File: config.mk
export PLATFORM = sky130hd
export DESIGN_NAME = spi_cmd_engine
export DESIGN_NICKNAME = d
export VERILOG_FILES = /design/src/rtl/spi_cmd_pkg.sv /design/src/rtl/spi_cmd_regs.sv /design/src/rtl/spi_byte_shifter.sv /design/src/rtl/spi_cmd_seq.sv /design/src/rtl/spi_cmd_engine.sv
export SDC_FILE = /design/constraint.sdc
export NUM_CORES = 1
export LEC_CHECK = 0
export CORE_MARGIN = 1
export CORE_UTILIZATION = 61
export DETAILED_ROUTE_END_ITERATION = 6
export GPL_ROUTABILITY_DRIVEN = 0
export PLACE_DENSITY_LB_ADDON = 0.15
export SLEW_MARGIN = 20
export SYNTH_ARGS = -nofsm -noshare
export SYNTH_HDL_FRONTEND = slang
export SYNTH_HIERARCHICAL = 1
export SYNTH_SLANG_ARGS = --single-unit
File: constraint.sdc
create_clock -name clk -period 2.9 [get_ports clk]
set_input_delay 0.87 -clock clk [delete_from_list [all_inputs] [get_ports clk]]
set_output_delay 0.87 -clock clk [all_outputs]
set_load 0.005 [all_outputs]
File: src/rtl/spi_cmd_pkg.sv
// Shared constants and types for the SPI command engine.
// Assumes an 8-bit register bus with eight offsets.
package spi_cmd_pkg;
    localparam int BYTE_W   = 8;
    localparam int OFS_W    = 3;
    localparam int RESP_CNT = 3;

    localparam logic [OFS_W-1:0] OFS_CTRL  = 3'd0;
    localparam logic [OFS_W-1:0] OFS_OPC   = 3'd1;
    localparam logic [OFS_W-1:0] OFS_A_LO  = 3'd2;
    localparam logic [OFS_W-1:0] OFS_A_MID = 3'd3;
    localparam logic [OFS_W-1:0] OFS_A_HI  = 3'd4;
    localparam logic [OFS_W-1:0] OFS_RSP0  = 3'd5;
    localparam logic [OFS_W-1:0] OFS_RSP1  = 3'd6;
    localparam logic [OFS_W-1:0] OFS_DATA  = 3'd7;

    localparam logic [3:0] NIB_RUN  = 4'h5;
    localparam logic [3:0] NIB_PAGE = 4'h3;

    localparam logic [1:0] WC_OPC     = 2'd0;
    localparam logic [1:0] WC_OPC_DAT = 2'd1;
    localparam logic [1:0] WC_OPC_ADR = 2'd2;
    localparam logic [1:0] WC_FULL    = 2'd3;

    typedef enum logic [1:0] {
        SQ_IDLE,
        SQ_SHIFT,
        SQ_CLOSE,
        SQ_PAGE
    } seq_state_t;

    // Number of bytes sent for a write-length code.
    function automatic logic [3:0] wr_bytes(input logic [1:0] code);
        case (code)
            WC_OPC:     wr_bytes = 4'd1;
            WC_OPC_DAT: wr_bytes = 4'd2;
            WC_OPC_ADR: wr_bytes = 4'd4;
            default:    wr_bytes = 4'd5;
        endcase
    endfunction
endpackage

File: src/rtl/spi_cmd_regs.sv
// Host register file: command bytes, response bytes and the read mux.
// Assumes one bus access per cycle. Writes are dropped while busy.
module spi_cmd_regs
    import spi_cmd_pkg::*;
(
    input  logic              clk,
    input  logic              rst_n,
    input  logic              bus_wr,
    input  logic [OFS_W-1:0]  bus_addr,
    input  logic [BYTE_W-1:0] bus_wdata,
    input  logic              busy,
    input  logic              rsp_we,
    input  logic [1:0]        rsp_idx,
    input  logic [BYTE_W-1:0] rsp_data,
    output logic [BYTE_W-1:0] opc_q,
    output logic [BYTE_W-1:0] adr_hi_q,
    output logic [BYTE_W-1:0] adr_mid_q,
    output logic [BYTE_W-1:0] adr_lo_q,
    output logic [BYTE_W-1:0] dat_q,
    output logic [BYTE_W-1:0] bus_rdata
);
    localparam logic [1:0] RSP_LAST = 2'(RESP_CNT - 1);

    logic [BYTE_W-1:0] rsp_q [RESP_CNT];

    // Store host command bytes while idle.
    always_ff @(posedge clk) begin
        if (!rst_n) begin
            opc_q     <= '0;
            adr_hi_q  <= '0;
            adr_mid_q <= '0;
            adr_lo_q  <= '0;
            dat_q     <= '0;
        end else if (bus_wr && !busy) begin
            case (bus_addr)
                OFS_OPC:   opc_q     <= bus_wdata;
                OFS_A_LO:  adr_lo_q  <= bus_wdata;
                OFS_A_MID: adr_mid_q <= bus_wdata;
                OFS_A_HI:  adr_hi_q  <= bus_wdata;
                OFS_DATA:  dat_q     <= bus_wdata;
                default: ;
            endcase
        end
    end

    // Capture received bytes into the response slots.
    always_ff @(posedge clk) begin
        if (!rst_n) begin
            for (int k = 0; k < RESP_CNT; k++) rsp_q[k] <= '0;
        end else if (rsp_we && rsp_idx <= RSP_LAST) begin
            rsp_q[rsp_idx] <= rsp_data;
        end
    end

    // Read mux over the eight offsets.
    always_comb begin
        case (bus_addr)
            OFS_CTRL:  bus_rdata = {busy, 7'b0};
            OFS_OPC:   bus_rdata = opc_q;
            OFS_A_LO:  bus_rdata = adr_lo_q;
            OFS_A_MID: bus_rdata = adr_mid_q;
            OFS_A_HI:  bus_rdata = adr_hi_q;
            OFS_RSP0:  bus_rdata = rsp_q[0];
            OFS_RSP1:  bus_rdata = rsp_q[1];
            default:   bus_rdata = rsp_q[2];
        endcase
    end
endmodule

File: src/rtl/spi_byte_shifter.sv
// Shifts one byte in SPI mode 0, MSB first, with clock half period CLK_DIV.
// Assumes start is pulsed only after done for the previous byte.
module spi_byte_shifter
    import spi_cmd_pkg::*;
#(
    parameter int CLK_DIV = 2
) (
    input  logic              clk,
    input  logic              rst_n,
    input  logic              start,
    input  logic [BYTE_W-1:0] tx_byte,
    input  logic              miso,
    output logic              sck,
    output logic              mosi,
    output logic              done,
    output logic [BYTE_W-1:0] rx_byte
);
    localparam int CW = (CLK_DIV > 1) ? $clog2(CLK_DIV) : 1;
    localparam logic [CW-1:0] DIV_LAST = CW'(CLK_DIV - 1);
    localparam logic [2:0] BIT_LAST = 3'(BYTE_W - 1);

    logic [CW-1:0]     div_cnt;
    logic [2:0]        bit_cnt;
    logic              active;
    logic [BYTE_W-1:0] tx_sr;
    logic              tick;

    assign tick = active && (div_cnt == DIV_LAST);
    assign mosi = tx_sr[BYTE_W-1];

    // Clock divider, bit counter and the two shift registers.
    always_ff @(posedge clk) begin
        if (!rst_n) begin
            div_cnt <= '0;
            bit_cnt <= '0;
            active  <= 1'b0;
            tx_sr   <= '0;
            rx_byte <= '0;
            sck     <= 1'b0;
            done    <= 1'b0;
        end else begin
            done <= 1'b0;
            if (start) begin
                div_cnt <= '0;
                bit_cnt <= '0;
                active  <= 1'b1;
                tx_sr   <= tx_byte;
                sck     <= 1'b0;
            end else if (active) begin
                div_cnt <= tick ? '0 : div_cnt + 1'b1;
                if (tick) begin
                    if (!sck) begin
                        sck     <= 1'b1;
                        rx_byte <= {rx_byte[BYTE_W-2:0], miso};
                    end else begin
                        sck <= 1'b0;
                        if (bit_cnt == BIT_LAST) begin
                            active <= 1'b0;
                            done   <= 1'b1;
                        end else begin
                            bit_cnt <= bit_cnt + 1'b1;
                            tx_sr   <= {tx_sr[BYTE_W-2:0], 1'b0};
                        end
                    end
                end
            end
        end
    end
endmodule

File: src/rtl/spi_cmd_seq.sv
// Command sequencer: orders bytes on the wire, drives chip-select and busy,
// and runs the page-program pass-through. Assumes one shifter.
module spi_cmd_seq
    import spi_cmd_pkg::*;
(
    input  logic              clk,
    input  logic              rst_n,
    input  logic              ctrl_wr,
    input  logic              dat_wr,
    input  logic [BYTE_W-1:0] ctrl_val,
    input  logic [BYTE_W-1:0] opc,
    input  logic [BYTE_W-1:0] adr_hi,
    input  logic [BYTE_W-1:0] adr_mid,
    input  logic [BYTE_W-1:0] adr_lo,
    input  logic [BYTE_W-1:0] dat,
    input  logic              sh_done,
    output logic              sh_start,
    output logic [BYTE_W-1:0] sh_tx,
    output logic              cs_n,
    output logic              busy,
    output logic              page_mode,
    output logic              rsp_we,
    output logic [1:0]        rsp_idx
);
    seq_state_t state;
    logic [3:0] idx;
    logic [1:0] wcode;
    logic [1:0] rcount;
    logic [3:0] n_wr;
    logic [3:0] n_all;
    logic [3:0] rd_pos;

    assign n_wr   = wr_bytes(wcode);
    assign n_all  = n_wr + {2'b00, rcount};
    assign rd_pos = idx - n_wr;
    assign rsp_idx = rd_pos[1:0];
    assign rsp_we = sh_done && (state == SQ_SHIFT) && !page_mode && (idx >= n_wr);

    // Pick the byte for the current wire position.
    always_comb begin
        sh_tx = '0;
        if (idx == 4'd0) begin
            sh_tx = opc;
        end else if (wcode == WC_OPC_DAT) begin
            if (idx == 4'd1) sh_tx = dat;
        end else if (wcode[1]) begin
            case (idx)
                4'd1: sh_tx = adr_hi;
                4'd2: sh_tx = adr_mid;
                4'd3: sh_tx = adr_lo;
                4'd4: sh_tx = (wcode == WC_FULL) ? dat : '0;
                default: sh_tx = '0;
            endcase
        end
    end

    // Command state machine.
    always_ff @(posedge clk) begin
        if (!rst_n) begin
            state     <= SQ_IDLE;
            idx       <= '0;
            wcode     <= '0;
            rcount    <= '0;
            cs_n      <= 1'b1;
            busy      <= 1'b0;
            page_mode <= 1'b0;
            sh_start  <= 1'b0;
        end else begin
            sh_start <= 1'b0;
            case (state)
                SQ_IDLE: begin
                    if (ctrl_wr && ctrl_val[7:4] == NIB_RUN) begin
                        wcode    <= ctrl_val[1:0];
                        rcount   <= ctrl_val[3:2];
                        idx      <= '0;
                        cs_n     <= 1'b0;
                        busy     <= 1'b1;
                        sh_start <= 1'b1;
                        state    <= SQ_SHIFT;
                    end else if (ctrl_wr && ctrl_val[7:4] == NIB_PAGE) begin
                        wcode     <= WC_OPC_DAT;
                        rcount    <= '0;
                        idx       <= '0;
                        cs_n      <= 1'b0;
                        busy      <= 1'b1;
                        page_mode <= 1'b1;
                        sh_start  <= 1'b1;
                        state     <= SQ_SHIFT;
                    end
                end
                SQ_SHIFT: begin
                    if (sh_done) begin
                        if (page_mode) begin
                            busy  <= 1'b0;
                            state <= SQ_PAGE;
                        end else if (idx + 4'd1 == n_all) begin
                            cs_n  <= 1'b1;
                            state <= SQ_CLOSE;
                        end else begin
                            idx      <= idx + 4'd1;
                            sh_start <= 1'b1;
                        end
                    end
                end
                SQ_CLOSE: begin
                    busy  <= 1'b0;
                    state <= SQ_IDLE;
                end
                SQ_PAGE: begin
                    if (ctrl_wr && ctrl_val == '0) begin
                        cs_n      <= 1'b1;
                        page_mode <= 1'b0;
                        state     <= SQ_IDLE;
                    end else if (dat_wr) begin
                        idx      <= 4'd1;
                        busy     <= 1'b1;
                        sh_start <= 1'b1;
                        state    <= SQ_SHIFT;
                    end
                end
                default: state <= SQ_IDLE;
            endcase
        end
    end
endmodule

File: src/rtl/spi_cmd_engine.sv
// Top level: register-mapped SPI command engine with page-program pass-through.
// Assumes the host polls busy at offset 0 before issuing the next command.
module spi_cmd_engine
    import spi_cmd_pkg::*;
#(
    parameter int CLK_DIV = 2
) (
    input  logic       clk,
    input  logic       rst_n,
    input  logic [2:0] bus_addr,
    input  logic       bus_wr,
    input  logic [7:0] bus_wdata,
    output logic [7:0] bus_rdata,
    output logic       spi_sck,
    output logic       spi_cs_n,
    output logic       spi_mosi,
    input  logic       spi_miso
);
    logic              busy;
    logic              page_mode;
    logic              rsp_we;
    logic [1:0]        rsp_idx;
    logic [BYTE_W-1:0] opc_q, adr_hi_q, adr_mid_q, adr_lo_q, dat_q;
    logic              sh_start, sh_done;
    logic [BYTE_W-1:0] sh_tx, sh_rx;
    logic              ctrl_wr, dat_wr;

    assign ctrl_wr = bus_wr && (bus_addr == OFS_CTRL);
    assign dat_wr  = bus_wr && (bus_addr == OFS_DATA);

    spi_cmd_regs u_regs (
        .clk       (clk),
        .rst_n     (rst_n),
        .bus_wr    (bus_wr),
        .bus_addr  (bus_addr),
        .bus_wdata (bus_wdata),
        .busy      (busy),
        .rsp_we    (rsp_we),
        .rsp_idx   (rsp_idx),
        .rsp_data  (sh_rx),
        .opc_q     (opc_q),
        .adr_hi_q  (adr_hi_q),
        .adr_mid_q (adr_mid_q),
        .adr_lo_q  (adr_lo_q),
        .dat_q     (dat_q),
        .bus_rdata (bus_rdata)
    );

    spi_cmd_seq u_seq (
        .clk       (clk),
        .rst_n     (rst_n),
        .ctrl_wr   (ctrl_wr),
        .dat_wr    (dat_wr),
        .ctrl_val  (bus_wdata),
        .opc       (opc_q),
        .adr_hi    (adr_hi_q),
        .adr_mid   (adr_mid_q),
        .adr_lo    (adr_lo_q),
        .dat       (dat_q),
        .sh_done   (sh_done),
        .sh_start  (sh_start),
        .sh_tx     (sh_tx),
        .cs_n      (spi_cs_n),
        .busy      (busy),
        .page_mode (page_mode),
        .rsp_we    (rsp_we),
        .rsp_idx   (rsp_idx)
    );

    spi_byte_shifter #(.CLK_DIV(CLK_DIV)) u_shift (
        .clk     (clk),
        .rst_n   (rst_n),
        .start   (sh_start),
        .tx_byte (sh_tx),
        .miso    (spi_miso),
        .sck     (spi_sck),
        .mosi    (spi_mosi),
        .done    (sh_done),
        .rx_byte (sh_rx)
    );
endmodule

; ---- Yosys cells after proc, flatten, opt, wreduce, memory -nomap -nowiden
; Memories as Yosys holds them, arrays and structs flattened.
; Cells that the tools add are included.
[word_totals]
ff_bits = 77
ramBits = 24
in_bits = 15
output_inout_bits = 11
elab_cells = 183
mem_count = 1
[memory_table]
columns = memory, depth, width, read_ports, rd_ports_with_merged_regs, write_ports, line_no
row1 = u_regs.rsp_q, 3, 8, 3, 0, 3, spi_cmd_regs.sv:24  ; logic [BYTE_W-1:0] rsp_q [RESP_CNT];
[classes]
addsub = 5
magnitude_cmp = 2
eq_ne = 35
n_mux = 72
bitwise = 6
reduce_logical = 42
[op_table]
columns = op, n
row1 = 2-to-1 mux 8 bit, 11
row2 = one-hot mux 8 bit (7 select lines), 1
row3 = 2-to-1 mux 1 bit, 34
row4 = one-hot mux 8 bit (4 select lines), 1
row5 = 2-to-1 mux 4 bit, 7
row6 = 2-to-1 mux 2 bit, 11
row7 = AND reduction 4 bit, 5
row8 = "equality test 3 bit, second input constant", 5
row9 = "inequality test 2 bit, second input constant", 7
row10 = AND reduction 2 bit, 7
row11 = "equality test 4 x 2 -> 1 bit, second input constant", 3
row12 = one-hot mux 4 bit (3 select lines), 1
row13 = logical AND 1 bit, 11
row14 = nonzero test 2 bit, 5
row15 = one-hot mux 3 bit (3 select lines), 1
row16 = "equality test 2 bit, second input constant", 4
row17 = "equality test 4 x 3 -> 1 bit, second input constant", 2
row18 = zero test 8 bit, 1
row19 = "inequality test 2 x 1 -> 1 bit, second input constant", 4
row20 = one-hot mux 2 bit (4 select lines), 1
row21 = OR reduction 8 bit, 1
row22 = AND reduction 7 bit, 1
row23 = "equality test 3 x 2 -> 1 bit, second input constant", 2
row24 = "inequality test 3 x 2 -> 1 bit, second input constant", 2
row25 = 25 further kinds, 34

; ---- Longest topological paths before layout
[logic_depth]
ltp_word = 10
depth_mapped = 11
ltp_nobuf = 10

; ---- Modules after synthesis
; Netlist, hierarchy kept.
[by_module_without_submodules]
columns = mod, instances, cells_each, area_per_inst_um2, seq_area_each_um2
row1 = spi_cmd_regs, 1, 267, 2997.9, 1521.5
row2 = spi_cmd_seq, 1, 205, 1635.3, 280.3
row3 = spi_byte_shifter, 1, 93, 952.2, 460.4
row4 = spi_cmd_engine, 1, 2, 23.8, 0.0

; ---- Worst setup path after synthesis
; OpenSTA, ideal clock, no wires.
[synth_path]
kind = register -> register
start = register u_seq.wcode[0]
end = memory u_regs.rsp_q[2][0] (enable)
setup_time_ps = 334
t_arrival_ps = 2380
required_time_ps = 2566
path_slack_ps = 186
stages_incl_launch_ff = 10
n_path_buf = 0
synth_period_minus_slack_ps = 2714
cell_sequence = dfxtp_1 inv_1 ha_1 ha_1 fa_1 a21boi_0 o311a_1 nand2_1 nor3b_1 nand2b_1
[synth_lines]
columns = item, line_no
row1 = from (decl), spi_cmd_seq.sv:27  ; logic [1:0] wcode;
row2 = from (signal assigned), spi_cmd_seq.sv:73  ; wcode <= ctrl_val[1:0];
row3 = to (decl), spi_cmd_regs.sv:24

; ---- Final worst setup path
[layout_path]
start = input port bus_addr[1]
end = output port bus_rdata[4]
[layout_between]
elab_chain_cells = 2
elab_cells_between_ends = 8
cone_classes = eq/ne: 6 / mux: 1 / reduce/logical: 1
[layout_rtl]
columns = item, line_no
row1 = from (decl), spi_cmd_engine.sv:10  ; input logic [2:0] bus_addr,
row2 = equality test 3 bit (tied with other cells), spi_cmd_regs.sv:57  ; case (bus_addr)
row3 = one-hot mux 8 bit (7 select lines) (*), spi_cmd_regs.sv:57
row4 = to (decl), spi_cmd_engine.sv:13  ; output logic [7:0] bus_rdata,
; Every way passes the cells marked *; elsewhere a longest branch is shown, timed or not.

==> flow_summary.ini <==
[run_status]
status = complete, but fails checks
violations = DRC

[critical_path]
required_ns = 2.03
cp_cell_sequence = buf_8 -> bufbuf_16 -> mux2_4 -> a221oi_2 -> a211oi_2 -> buf_2
cp_num_buf_inv = 3
cpLargestDelayFamily = buffers and inverters
cpPeakStageDelay_ns = 0.30
end_kind = output port
setup.worst_path.start_class = primary input
cp_slowest_cell = mux2_4
crit_type = in2out
critical_path.max_fanout = 5
worstPathArrival_ns = 1.99

[routing]
vias = 4538
drtAntennaViolNets = 0
wl_per_cell_um = 18.4
first_pass_iters = 7
wirelength_mm = 13.7
drt_iter0_markers = 468
avgViaCountPerCell = 6.08
drcViolationCount = 2

[clock_tree]
htreeDepth = 3
numCtsBuffers = 9
root_buffer = clkbuf_8
cts.sink_count = 101
clock_latency_ns = 0.36
cts_setup_buffers = 0
clock_path_buffers = 2
path_clk_slew_ns = 0.10
cts_tree = yes

[die]
die_x_um = 97.9
rows = 34
coreArea_mm2 = 0.00881
die_h_um = 97.9
die_area_mm2 = 0.00958
start_util_pct = 63.7
ioPinCount = 26

[finish]
n_antenna_cell = 0
seqCellArea_mm2 = 0.00226
fillers = 620
drive_gt1_share_pct = 20.5
nets = 671
multiInputGateArea_mm2 = 0.00324
syn2layout_area_growth_pct = 18.4
final_cells = 746

[logic_synthesis]
ys_ff_latch = 101
yosysSeqAreaShare_pct = 40.3
yosysTopAreaCellShare_pct = 27.5
synth_top_area_cell = dfxtp_1
yosysMostFrequentCell = dfxtp_1
synth_enable_flop_cells = 24
syn_inst = 567
ys_async_sr_fraction_pct = 0
yosys-top-cells-count = dfxtp_1 (77), mux2i_1 (56), nor2b_1 (45), a21oi_1 (42)
synth.distinct_cells = 75
syn_area_per_cell_um2 = 9.89
yosys_warnings = 6
yosys-top-cells-area = dfxtp_1 (27%), edfxtp_1 (13%), mux2i_1 (10%)
postSynthNetCount = 605
syn_area_mm2 = 0.00561
synthFlopType = dfxtp_1

[grt]
gr-total-overflow = 0
grt_pass1_vias = 4373
grt_max_degree = 60
antenna_found_initial = 0
grt_use_total_pct = 30.0
grt_pass1_wl_mm = 22.4

[power_and_ir_drop]
max-vdd-ir-drop_v = 0.000295
p_leak_nw = 2.60
p_per_area_mw_per_mm2 = 508

[timing]
maxSlewViolCount = 0
whs_ns = 0.495
hold_viol_final = 0
post-route-min-period_ns = 2.86
relSlewSlack_pct = 54.2
max_freq_mhz = 349
max_slew.worst_pin.slew_ns = 0.683
setup_viol = 0
skew_ns = 0.0120
tns_ns = 0
min_period_over_period_pct = 98.7

[placed_design]
numPortBuffers = 25
placed_cells = 728
hpwl_mm = 10.0

[flow_run]
drv_cap = 0

[hold_path]
hp-class = reg2reg
layer usage:
metal  up-vias  part of all wire (%)  GRT usage [%]  routed length, um
li1       2165                     -              -                  -
met4         0                   2.3           10.7                313
met3        26                   7.3           6.51                998
met2       180                    47           49.5               6480
met5         -                     0              0                  0
met1      2167                    43           38.9               5940
cells by family (layout without fill, tap and decap cells):
family | after synthesis | count (layout) | share of synthesized area, %
compound gates | 118 | 118 | 14.4
xor+xnor | 11 | 11 | 1.96
fa+ha+maj | 23 | 23 | 5.40
buf+inv | 46 | 117 | 4.13
flops | 101 | 101 | 40.3
mux | 65 | 65 | 12.2
simple gates | 203 | 203 | 21.6
tightest hold or removal path, delay by kind of cell (launching register included):
family	cells	cell delay [ns]
compound gates	1	0.06
flops	1	0.34
simple gates	1	0.05
sequential cells by signal (all words and copies together) (netlist names):
| register | cells |
|---|---|
| u_shift/tx_sr | 8 |
| u_shift/rx_byte | 8 |
| u_seq/busy | 1 |
| u_shift/done | 1 |
| u_shift/div_cnt | 1 |
| u_seq/page_mode | 1 |
| u_seq/sh_start | 1 |
| u_regs/adr_hi_q | 8 |
| u_seq/cs_n | 1 |
| u_regs/opc_q | 8 |
| u_regs/dat_q | 8 |
| u_shift/bit_cnt | 3 |
| u_shift/sck | 1 |
| u_shift/active | 1 |
| u_regs/adr_mid_q | 8 |
| u_regs/rsp_q | 24 |
| u_seq/idx | 4 |
| u_regs/adr_lo_q | 8 |
| u_seq/rcount | 2 |
| u_seq/wcode | 2 |
| u_seq/state | 2 |
stage by stage:
step	utilization (%)	power [W]	worst slack, ns	instance area (um2)
2_1_floorplan	-	0.00205	0.186	5610
3_3_place_gp	71.0	0.00234	-0.729	6250
3_5_place_dp	71.0	0.00236	-0.752	6250
4_1_cts	75.0	0.00335	0.00145	6600
5_1_grt	75.4	0.00352	-0.00135	6640
6_report	75.4	0.00337	0.0371	6640
cells in the final DEF, fill, tap and decap left out, types with 6 or more instances in the layout:
master,Yosys,routed
a21boi_0,10,10
o21ai_0,12,11
a22oi_1,16,15
nand3_1,20,19
dfxtp_1,77,77
clkdlybuf4s50_1,0,13
mux2_2,7,6
mux2i_1,56,55
inv_1,20,20
edfxtp_1,24,24
buf_4,6,51
ha_1,21,21
and2_1,24,24
nor3_1,10,9
nor2_1,30,29
nand2_1,30,29
a21oi_1,42,39
clkbuf_8,0,9
nor2b_1,45,42
what timing repair did:
item	4_1_cts	5_1_grt
hold buffers	0	0
pin swaps	7	5
endpoints found under the setup margin	15	35
gates resized for setup	61	15
hold endpoints to repair	0	0
gates cloned	2	0
path summary, 6_finish.rpt:
kind | from | endpoint | slack [ns] | cells after the start
worst max-delay path | bus_addr[1] | bus_rdata[4] | 0.04 | 6
worst min-delay path | u_regs/adr_lo_q[7] | u_regs/adr_lo_q[7] | 0.49 | 2
worst max register to register | u_seq/wcode[0] | u_seq/idx[1] | 0.12 | 10
worst min register to register | u_regs/adr_lo_q[7] | u_regs/adr_lo_q[7] | 0.49 | 2
cell type report:
cell class | count | share of cell area, %
Multi-Input combinational cell | 420 | 48.8
Sequential cell | 101 | 34.1
Timing Repair Buffer | 81 | 10.8
Tap cell | 108 | 2.03
Clock buffer | 11 | 1.98
Clock inverter | 5 | 1.26
Inverter | 20 | 1.13
power breakdown:
group	internal (W)	switching [W]	total, W
Clock	0.000491	0.000491	0.000982
Sequential	0.00150	0.0000524	0.00155
Combinational	0.000371	0.000468	0.000839
Total	0.00236	0.00101	0.00337
(Power assumes the default switching activity.)
